**src/rtl/lw_sram_pkg.sv**
```systemverilog
package lw_sram_pkg;

  typedef enum logic {
    ORD_LINEAR = 1'b0,
    ORD_XOR    = 1'b1
  } burst_order_e;

  // Low two address bits for beat number `beat` of a burst started at `base`.
  function automatic logic [1:0] beat_lsb(burst_order_e ord, logic [1:0] base, logic [1:0] beat);
    return (ord == ORD_XOR) ? (base ^ beat) : (base + beat);
  endfunction

endpackage

```
**src/rtl/lw_burst_gen.sv**
```systemverilog
module lw_burst_gen
  import lw_sram_pkg::*;
#(
  parameter int ADDR_W = 8
) (
  input  logic              clk,
  input  logic              rst_n,
  input  logic              start,
  input  logic              advance,
  input  logic [ADDR_W-1:0] start_addr,
  input  logic              start_we,
  input  burst_order_e      order,
  output logic [ADDR_W-1:0] cur_addr,
  output logic              cur_we
);

  logic [ADDR_W-1:0] base_q;
  logic [1:0]        beat_q;
  logic              dir_q;
  logic [1:0]        beat_nx;

  assign beat_nx = beat_q + 2'd1;

  // beats reuse the stored direction and the stored start address
  always_comb begin
    if (start) begin
      cur_addr = start_addr;
      cur_we   = start_we;
    end else begin
      cur_addr = {base_q[ADDR_W-1:2], beat_lsb(order, base_q[1:0], beat_nx)};
      cur_we   = dir_q;
    end
  end

  always_ff @(posedge clk or negedge rst_n) begin
    if (!rst_n) begin
      base_q <= '0;
      beat_q <= '0;
      dir_q  <= 1'b0;
    end else if (start) begin
      base_q <= start_addr;
      beat_q <= '0;
      dir_q  <= start_we;
    end else if (advance) begin
      beat_q <= beat_nx;
    end
  end

endmodule

```
**src/rtl/lw_cmd_pipe.sv**
```systemverilog
module lw_cmd_pipe #(
  parameter int ADDR_W = 8,
  parameter int BYTES  = 2,
  parameter int STAGES = 2
) (
  input  logic                           clk,
  input  logic                           rst_n,
  input  logic                           in_valid,
  input  logic                           in_we,
  input  logic [ADDR_W-1:0]              in_addr,
  input  logic [BYTES-1:0]               in_be,
  output logic [STAGES-1:0]              v_q,
  output logic [STAGES-1:0]              we_q,
  output logic [STAGES-1:0][ADDR_W-1:0]  addr_q,
  output logic [STAGES-1:0][BYTES-1:0]   be_q
);

  for (genvar s = 0; s < STAGES; s++) begin : g_stage
    logic              v_d;
    logic              we_d;
    logic [ADDR_W-1:0] addr_d;
    logic [BYTES-1:0]  be_d;

    if (s == 0) begin : g_head
      assign v_d    = in_valid;
      assign we_d   = in_we;
      assign addr_d = in_addr;
      assign be_d   = in_be;
    end else begin : g_tail
      assign v_d    = v_q[s-1];
      assign we_d   = we_q[s-1];
      assign addr_d = addr_q[s-1];
      assign be_d   = be_q[s-1];
    end

    always_ff @(posedge clk or negedge rst_n) begin
      if (!rst_n) begin
        v_q[s]    <= 1'b0;
        we_q[s]   <= 1'b0;
        addr_q[s] <= '0;
        be_q[s]   <= '0;
      end else begin
        v_q[s]    <= v_d;
        we_q[s]   <= we_d;
        addr_q[s] <= addr_d;
        be_q[s]   <= be_d;
      end
    end
  end

endmodule

```
**src/rtl/lw_sram_array.sv**
```systemverilog
module lw_sram_array #(
  parameter int ADDR_W = 8,
  parameter int BYTES  = 2,
  parameter int BYTE_W = 9
) (
  input  logic                    clk,
  input  logic                    wr_en,
  input  logic [ADDR_W-1:0]       wr_addr,
  input  logic [BYTES-1:0]        wr_be,
  input  logic [BYTES*BYTE_W-1:0] wr_data,
  input  logic [ADDR_W-1:0]       rd_addr,
  output logic [BYTES*BYTE_W-1:0] rd_data
);

  localparam int DEPTH = 1 << ADDR_W;

  // one storage column per byte lane
  for (genvar g = 0; g < BYTES; g++) begin : g_lane
    logic [BYTE_W-1:0] cells [DEPTH];

    always_ff @(posedge clk) begin
      if (wr_en && wr_be[g]) cells[wr_addr] <= wr_data[g*BYTE_W +: BYTE_W];
    end

    assign rd_data[g*BYTE_W +: BYTE_W] = cells[rd_addr];
  end

endmodule

```
**src/rtl/lw_sram.sv**
```systemverilog
module lw_sram
  import lw_sram_pkg::*;
#(
  parameter int ADDR_W = 8,
  parameter int BYTES  = 2,
  parameter int BYTE_W = 9
) (
  input  logic                    clk,
  input  logic                    rst_n,
  input  logic                    flow_mode,
  input  logic                    burst_order,
  input  logic                    sleep,
  input  logic                    out_en,
  input  logic                    ce_a,
  input  logic                    ce_b,
  input  logic                    ce_c,
  input  logic                    adv,
  input  logic                    we,
  input  logic [ADDR_W-1:0]       addr,
  input  logic [BYTES-1:0]        be,
  input  logic [BYTES*BYTE_W-1:0] wdata,
  output logic [BYTES*BYTE_W-1:0] rdata,
  output logic                    rvalid,
  output logic                    rdata_oe
);

  localparam int DATA_W = BYTES * BYTE_W;
  localparam int STAGES = 2;

  // all three enables and no sleep
  logic take;
  assign take = ce_a & ce_b & ce_c & ~sleep;

  logic [ADDR_W-1:0] cur_addr;
  logic              cur_we;

  lw_burst_gen #(.ADDR_W(ADDR_W)) u_burst (
    .clk        (clk),
    .rst_n      (rst_n),
    .start      (take & ~adv),
    .advance    (take & adv),
    .start_addr (addr),
    .start_we   (we),
    .order      (burst_order_e'(burst_order)),
    .cur_addr   (cur_addr),
    .cur_we     (cur_we)
  );

  logic [STAGES-1:0]             st_v;
  logic [STAGES-1:0]             st_we;
  logic [STAGES-1:0][ADDR_W-1:0] st_addr;
  logic [STAGES-1:0][BYTES-1:0]  st_be;

  lw_cmd_pipe #(.ADDR_W(ADDR_W), .BYTES(BYTES), .STAGES(STAGES)) u_pipe (
    .clk      (clk),
    .rst_n    (rst_n),
    .in_valid (take),
    .in_we    (cur_we),
    .in_addr  (cur_addr),
    .in_be    (be),
    .v_q      (st_v),
    .we_q     (st_we),
    .addr_q   (st_addr),
    .be_q     (st_be)
  );

  // commit stage is one deep for flow-through, two deep when pipelined
  logic              wr_en;
  logic [ADDR_W-1:0] wr_addr;
  logic [BYTES-1:0]  wr_be;

  always_comb begin
    if (flow_mode) begin
      wr_en   = st_v[0] & st_we[0];
      wr_addr = st_addr[0];
      wr_be   = st_be[0];
    end else begin
      wr_en   = st_v[1] & st_we[1];
      wr_addr = st_addr[1];
      wr_be   = st_be[1];
    end
  end

  logic [DATA_W-1:0] arr_q;

  lw_sram_array #(.ADDR_W(ADDR_W), .BYTES(BYTES), .BYTE_W(BYTE_W)) u_array (
    .clk     (clk),
    .wr_en   (wr_en),
    .wr_addr (wr_addr),
    .wr_be   (wr_be),
    .wr_data (wdata),
    .rd_addr (st_addr[0]),
    .rd_data (arr_q)
  );

  // a pipelined read overlaps the commit of the write one slot older
  logic              fwd_hit;
  logic [DATA_W-1:0] fwd_word;

  assign fwd_hit = st_v[1] & st_we[1] & (st_addr[1] == st_addr[0]);

  for (genvar g = 0; g < BYTES; g++) begin : g_fwd
    assign fwd_word[g*BYTE_W +: BYTE_W] = (fwd_hit && st_be[1][g]) ?
                                          wdata[g*BYTE_W +: BYTE_W] :
                                          arr_q[g*BYTE_W +: BYTE_W];
  end

  logic              rd_now;
  logic              rvalid_q;
  logic [DATA_W-1:0] rdata_q;

  assign rd_now = st_v[0] & ~st_we[0];

  always_ff @(posedge clk or negedge rst_n) begin
    if (!rst_n) begin
      rvalid_q <= 1'b0;
      rdata_q  <= '0;
    end else begin
      rvalid_q <= rd_now;
      if (rd_now) rdata_q <= fwd_word;
    end
  end

  // output register present only in pipelined mode
  assign rvalid = flow_mode ? rd_now : rvalid_q;
  assign rdata  = flow_mode ? arr_q : rdata_q;

  // asynchronous drive gating
  assign rdata_oe = out_en & ~sleep & rvalid;

endmodule

```
**config.mk**
```make
export PLATFORM = sky130hd
export DESIGN_NAME = lw_sram
export DESIGN_NICKNAME = d
export VERILOG_FILES = /design/src/rtl/lw_sram_pkg.sv /design/src/rtl/lw_burst_gen.sv /design/src/rtl/lw_cmd_pipe.sv /design/src/rtl/lw_sram_array.sv /design/src/rtl/lw_sram.sv
export SDC_FILE = /design/constraint.sdc
export NUM_CORES = 2
export LEC_CHECK = 0
export BUFFER_PORTS_ARGS = -buffer_cell sky130_fd_sc_hd__buf_2
export CAP_MARGIN = 15
export CORE_MARGIN = 2
export CORE_UTILIZATION = 49
export CTS_CLUSTER_DIAMETER = 50
export DETAILED_ROUTE_END_ITERATION = 16
export HOLD_SLACK_MARGIN = 0.1
export SLEW_MARGIN = 20
export SYNTH_ARGS = -nofsm -noshare
export SYNTH_HDL_FRONTEND = slang
export SYNTH_HIERARCHICAL = 1
export SYNTH_MEMORY_MAX_BITS = 65536
export SYNTH_SLANG_ARGS = --single-unit
```
**constraint.sdc**
```tcl
create_clock -name clk -period 3.4 [get_ports clk]
set_clock_uncertainty 0.1 [all_clocks]
set_input_delay 0.17 -clock clk [delete_from_list [all_inputs] [get_ports clk]]
set_output_delay 0.17 -clock clk [all_outputs]
set_load 0.02 [all_outputs]
```
==> summary.md <==
| Metric | Value |
|---|---|
| Ys flop type | `edfxtp_1` |
| Relative slew slack | `0.269` |
| Xor/xnor share of the synthesized area | `0.000508` |
| Max stage delay on crit path | `about 0.58 ns` |
| Synth warn | `6` |
| Slew Limit Fails | `0` |
| Final WL | `515000 um` |
| Synth top area share | `0.759` |
| Die Y | `just over 600 um` |
| Fin. Hold Viols | `0` |
| Clk buf depth | `4` |
| Crit path DAT | `between 4 and 5 ns` |
| Clock latency on the worst-skew pair | `1.04 ns` |
| Clock network power share | `0.327` |
| Largest net degree at the start of global routing | `around 120` |
| CP Cell Sequence | `buf_12 > buf_4 > buf_4 > mux4_2 > a211oi_2 > o21ai_0 > buf_4 > nand4_1 > nor4_1 > buf_4 > mux2_2 > buf_12 > buf_12` |
| Min-delay src | `wdata[7]` |
| Reg2Reg Depth | `14` |
| DRT Pass-1 Iters | `8` |
| Critical path's top delay family | `buffers and inverters` |
| P per Cell Area | `a little under 800 nW/um^2` |
| Synth-to-Final Area Change | `22.4%` |
| Die X | `614 um` |
| Top post-synthesis cells by area | `edfxtp_1 (76%), mux4_2 (11%), mux2i_1 (3.6%)` |
| Setup violations, final | `36` |
| Gr usage total | `0.272` |
| FF-to-FF End | `rdata_q[14]` |
| CP Capture Type | `primary output` |
| R2R Setup Slk | `-0.29 ns` |
| CTS tree | `built` |
| Tightest Pin Transition | `1.09 ns` |
| Met1 GRT Util | `0.391` |
| Unique masters post-synth | `72` |
| Vias per inst | `roughly 6` |
| Nets | `approximately 11000` |
| Core area | `~370000 sq um` |
| Critical Path RT | `3.13 ns` |
| Main combinational cell family by area after synthesis | `multiplexers` |
| Reg2reg start | `u_pipe/g_stage[1].addr_d[0]` |
| Switching pwr | `between 50000 and 60000 uW` |
| Worst setup SP type | `flop` |
| Clk root buf | `clkbuf_16` |
| Slowest-stage cell, CP | `mux4_2` |
| Post-synthesis sequential area ratio | `0.767` |
| GR met2 Demand/Resource | `0.420` |
| Hold depth | `2` |
| Synth Net Count | `around 8800` |
| Final Wtd Congestion | `slightly above 0.9` |
| Grt total ovfl | `0` |
| WP buf/inv | `7` |
| Ys async rst share | `0.0116` |
| I/O pins | `between 50 and 60` |
| Cell taking the most area after synthesis | `edfxtp_1` |
| Min-Delay Endpoint | `u_array/g_lane[0].cells[189][7]` |
| Num CTS Buffers | `around 520` |
| DR vias | `between 90000 and 100k` |
| # rows | `between 200 and 250` |
| Mux cell area share after synthesis | `0.154` |
| Max-Cap Viols | `0` |
| Met3 usage | `0.0529` |
| Syn Std Cell Area | `around 180000 sq um` |
| Non-Filler Instances | `16000` |
| Outcome | `finished, violations left` |
| Final WS setup | `-1.43 ns` |
| CTS clk-pin slew, worst paths | `about 0.06 ns` |
| Max Freq | `~210 MHz` |
| Crit path kind | `flop to primary output` |
| First-pass GRT wire length | `about 730000 um` |
| IO buf count | `a little under 60` |
| EDFF count, synth | `~4600` |
| Detailed placement HPWL | `about 340000 um` |
| Clock sink total | `~4700` |
| Gate power share | `0.304` |
| Vias in the first global route | `about 99000` |
| Min-delay worst type | `input port to flop` |
| Period Utilization, post-route | `1.42` |
| Initial antenna violation count | `27` |
| Failing checks | `negative setup slack` |
| Synth Area in Simple Gates | `0.0244` |
| Initial Utilization | `0.493` |
| Critical Path Most Common Cell | `buf_4` |
| DRC Markers | `0` |
| H-tree levels | `6` |
| RSZ-0062 raised after global routing | `yes` |
| Compound-cell area share of the yosys netlist | `0.0352` |
| Top-count cell post-synth | `edfxtp_1` |
| VDD IR max | `~0.6 mV` |
| Placed cell count | `approximately 15000` |
| Worst-path fanout max | `10` |
| Switching share of total power | `0.294` |
| Avg Cell Area, Syn | `20.8 sq um` |
| Seq pwr share | `0.369` |
| Starting DRC count in detailed routing | `approximately 12000` |
| Fin Setup TNS | `-28.33 ns` |
| Pleak | `between 0.07 and 0.08 uW` |
| Most frequent cells after synthesis | `edfxtp_1 (4608), mux4_2 (896), mux2i_1 (654), nor2_1 (560), o221ai_1 (315)` |
| Adder-Cell Fraction of Synth Area | `0.0000687` |
| P_int | `between 100000 and 150000 uW` |
| Synth Register Bits | `between 4000 and 5000` |
| Drt wl/cell | `between 30 and 40 um` |
| Min cycle time layout | `~4.8 ns` |
| Full die area | `~380000 sq um` |
| Gr busiest metal | `met2` |
| Mapped Cells | `a little under 9000` |
| Fraction of layout instances using a drive strength above 1 | `0.360` |
| Hold slack | `about 0.12 ns` |
| Antenna Nets Post-Route | `0` |
==> state kept, by name, summed over array words and instances, names as in the netlist, 2 cells and up <==
signal                 cells
u_pipe/addr_q              8
u_pipe/g_stage.be_d        2
u_burst/beat_q             2
u_array/g_lane.cells    4608
u_pipe/be_q                2
u_burst/base_q             8
u_pipe/g_stage.addr_d      8
rdata_q                   18
==> stage by stage <==
| step | setup WS [ns] | power (uW) | area (sq um) | utilization |
|---|---|---|---|---|
| 2_1_floorplan | 0.341 | 91900 | 182000 | - |
| 3_3_place_gp | -1.16 | 112000 | 201000 | 0.545 |
| 3_5_place_dp | -1.20 | 112000 | 201000 | 0.545 |
| 4_1_cts | -1.48 | 171000 | 222000 | 0.599 |
| 5_1_grt | -1.46 | 177000 | 223000 | 0.603 |
| 6_report | -1.43 | 172000 | 223000 | 0.603 |
==> area by class of cell <==
cell class                      instances  area, sq um
Multi-Input combinational cell       3524        41400
Sequential cell                      4662       140000
Inverter                               10         51.3
Antenna cell                            9         22.5
Clock inverter                        284         3070
Timing Repair Buffer                 1933        18500
Tap cell                             4950         6190
Clock buffer                          638        14100
Fill cell                           25900       147000
==> how the worst max path moves through the flow <==
stage                                      from   endpoint  slack [ns]  depth (start not counted)
floorplan           u_pipe/g_stage[1].addr_d[1]   rdata[4]        0.34                         10
global placement    u_pipe/g_stage[1].addr_d[0]  rdata[14]       -1.16                         15
global route        u_pipe/g_stage[1].addr_d[0]   rdata[4]       -1.46                         14
finish              u_pipe/g_stage[1].addr_d[0]   rdata[9]       -1.43                         13
CTS                 u_pipe/g_stage[1].addr_d[0]  rdata[11]       -1.48                         11
detailed placement  u_pipe/g_stage[1].addr_d[0]  rdata[14]       -1.20                         15
==> cell families after synthesis <==
kind of cell | after synthesis
flip-flops | 4662
XOR/XNOR | 9
multiplexers | 1645
buffers and inverters | 580
AO/OA/AOI/OAI | 864
AND/OR/NAND/NOR | 1005
adder cells (fa/ha/maj) | 1
==> layer usage <==
metal	vias to the layer above	wire length (um)
li1	40800	-
met1	52500	208000
met2	4844	241000
met3	836	46900
met4	4	19400
met5	-	25
==> power groups by stage <==
stage          clock network, uW  registers (uW)  logic, uW
3_3_place_gp                   0           64700      47200
4_1_cts                    57000           63600      50800
2_1_floorplan                  0           64700      27200
6_report                   56300           63600      52400
3_5_place_dp                   0           64800      47600
5_1_grt                    59200           63600      54400
==> what timing repair did <==
action / in CTS / in global routing
hold buffers: 58 / 0
endpoints found under the setup margin: 309 / 704
resized for setup: 313 / 221
pin swaps: 31 / 46
cloned: 12 / 8
buffers inserted: 35 / 32
endpoints found under the hold margin: 4703 / 0
==> placed cells by master, fill, tap and decap left out, types with 42 or more instances in the layout <==
master	synthesis	layout
nor3_1	103	70
o221ai_1	315	257
mux2i_1	654	647
nor2_2	0	74
clkbuf_1	285	87
mux2_2	80	61
clkbuf_16	0	556
a21oi_1	143	121
o22ai_1	142	139
mux4_2	896	897
clkinv_2	0	66
buf_4	38	1528
nor2_1	560	479
edfxtp_1	4608	4608
buf_12	14	215
nand3_1	79	69
o221ai_2	1	58
bufinv_16	0	55
dfrtp_1	54	48
clkinv_1	0	84
dlygate4sd3_1	0	56
buf_6	54	42
nand2_1	115	104
(Power assumes the default switching activity.)
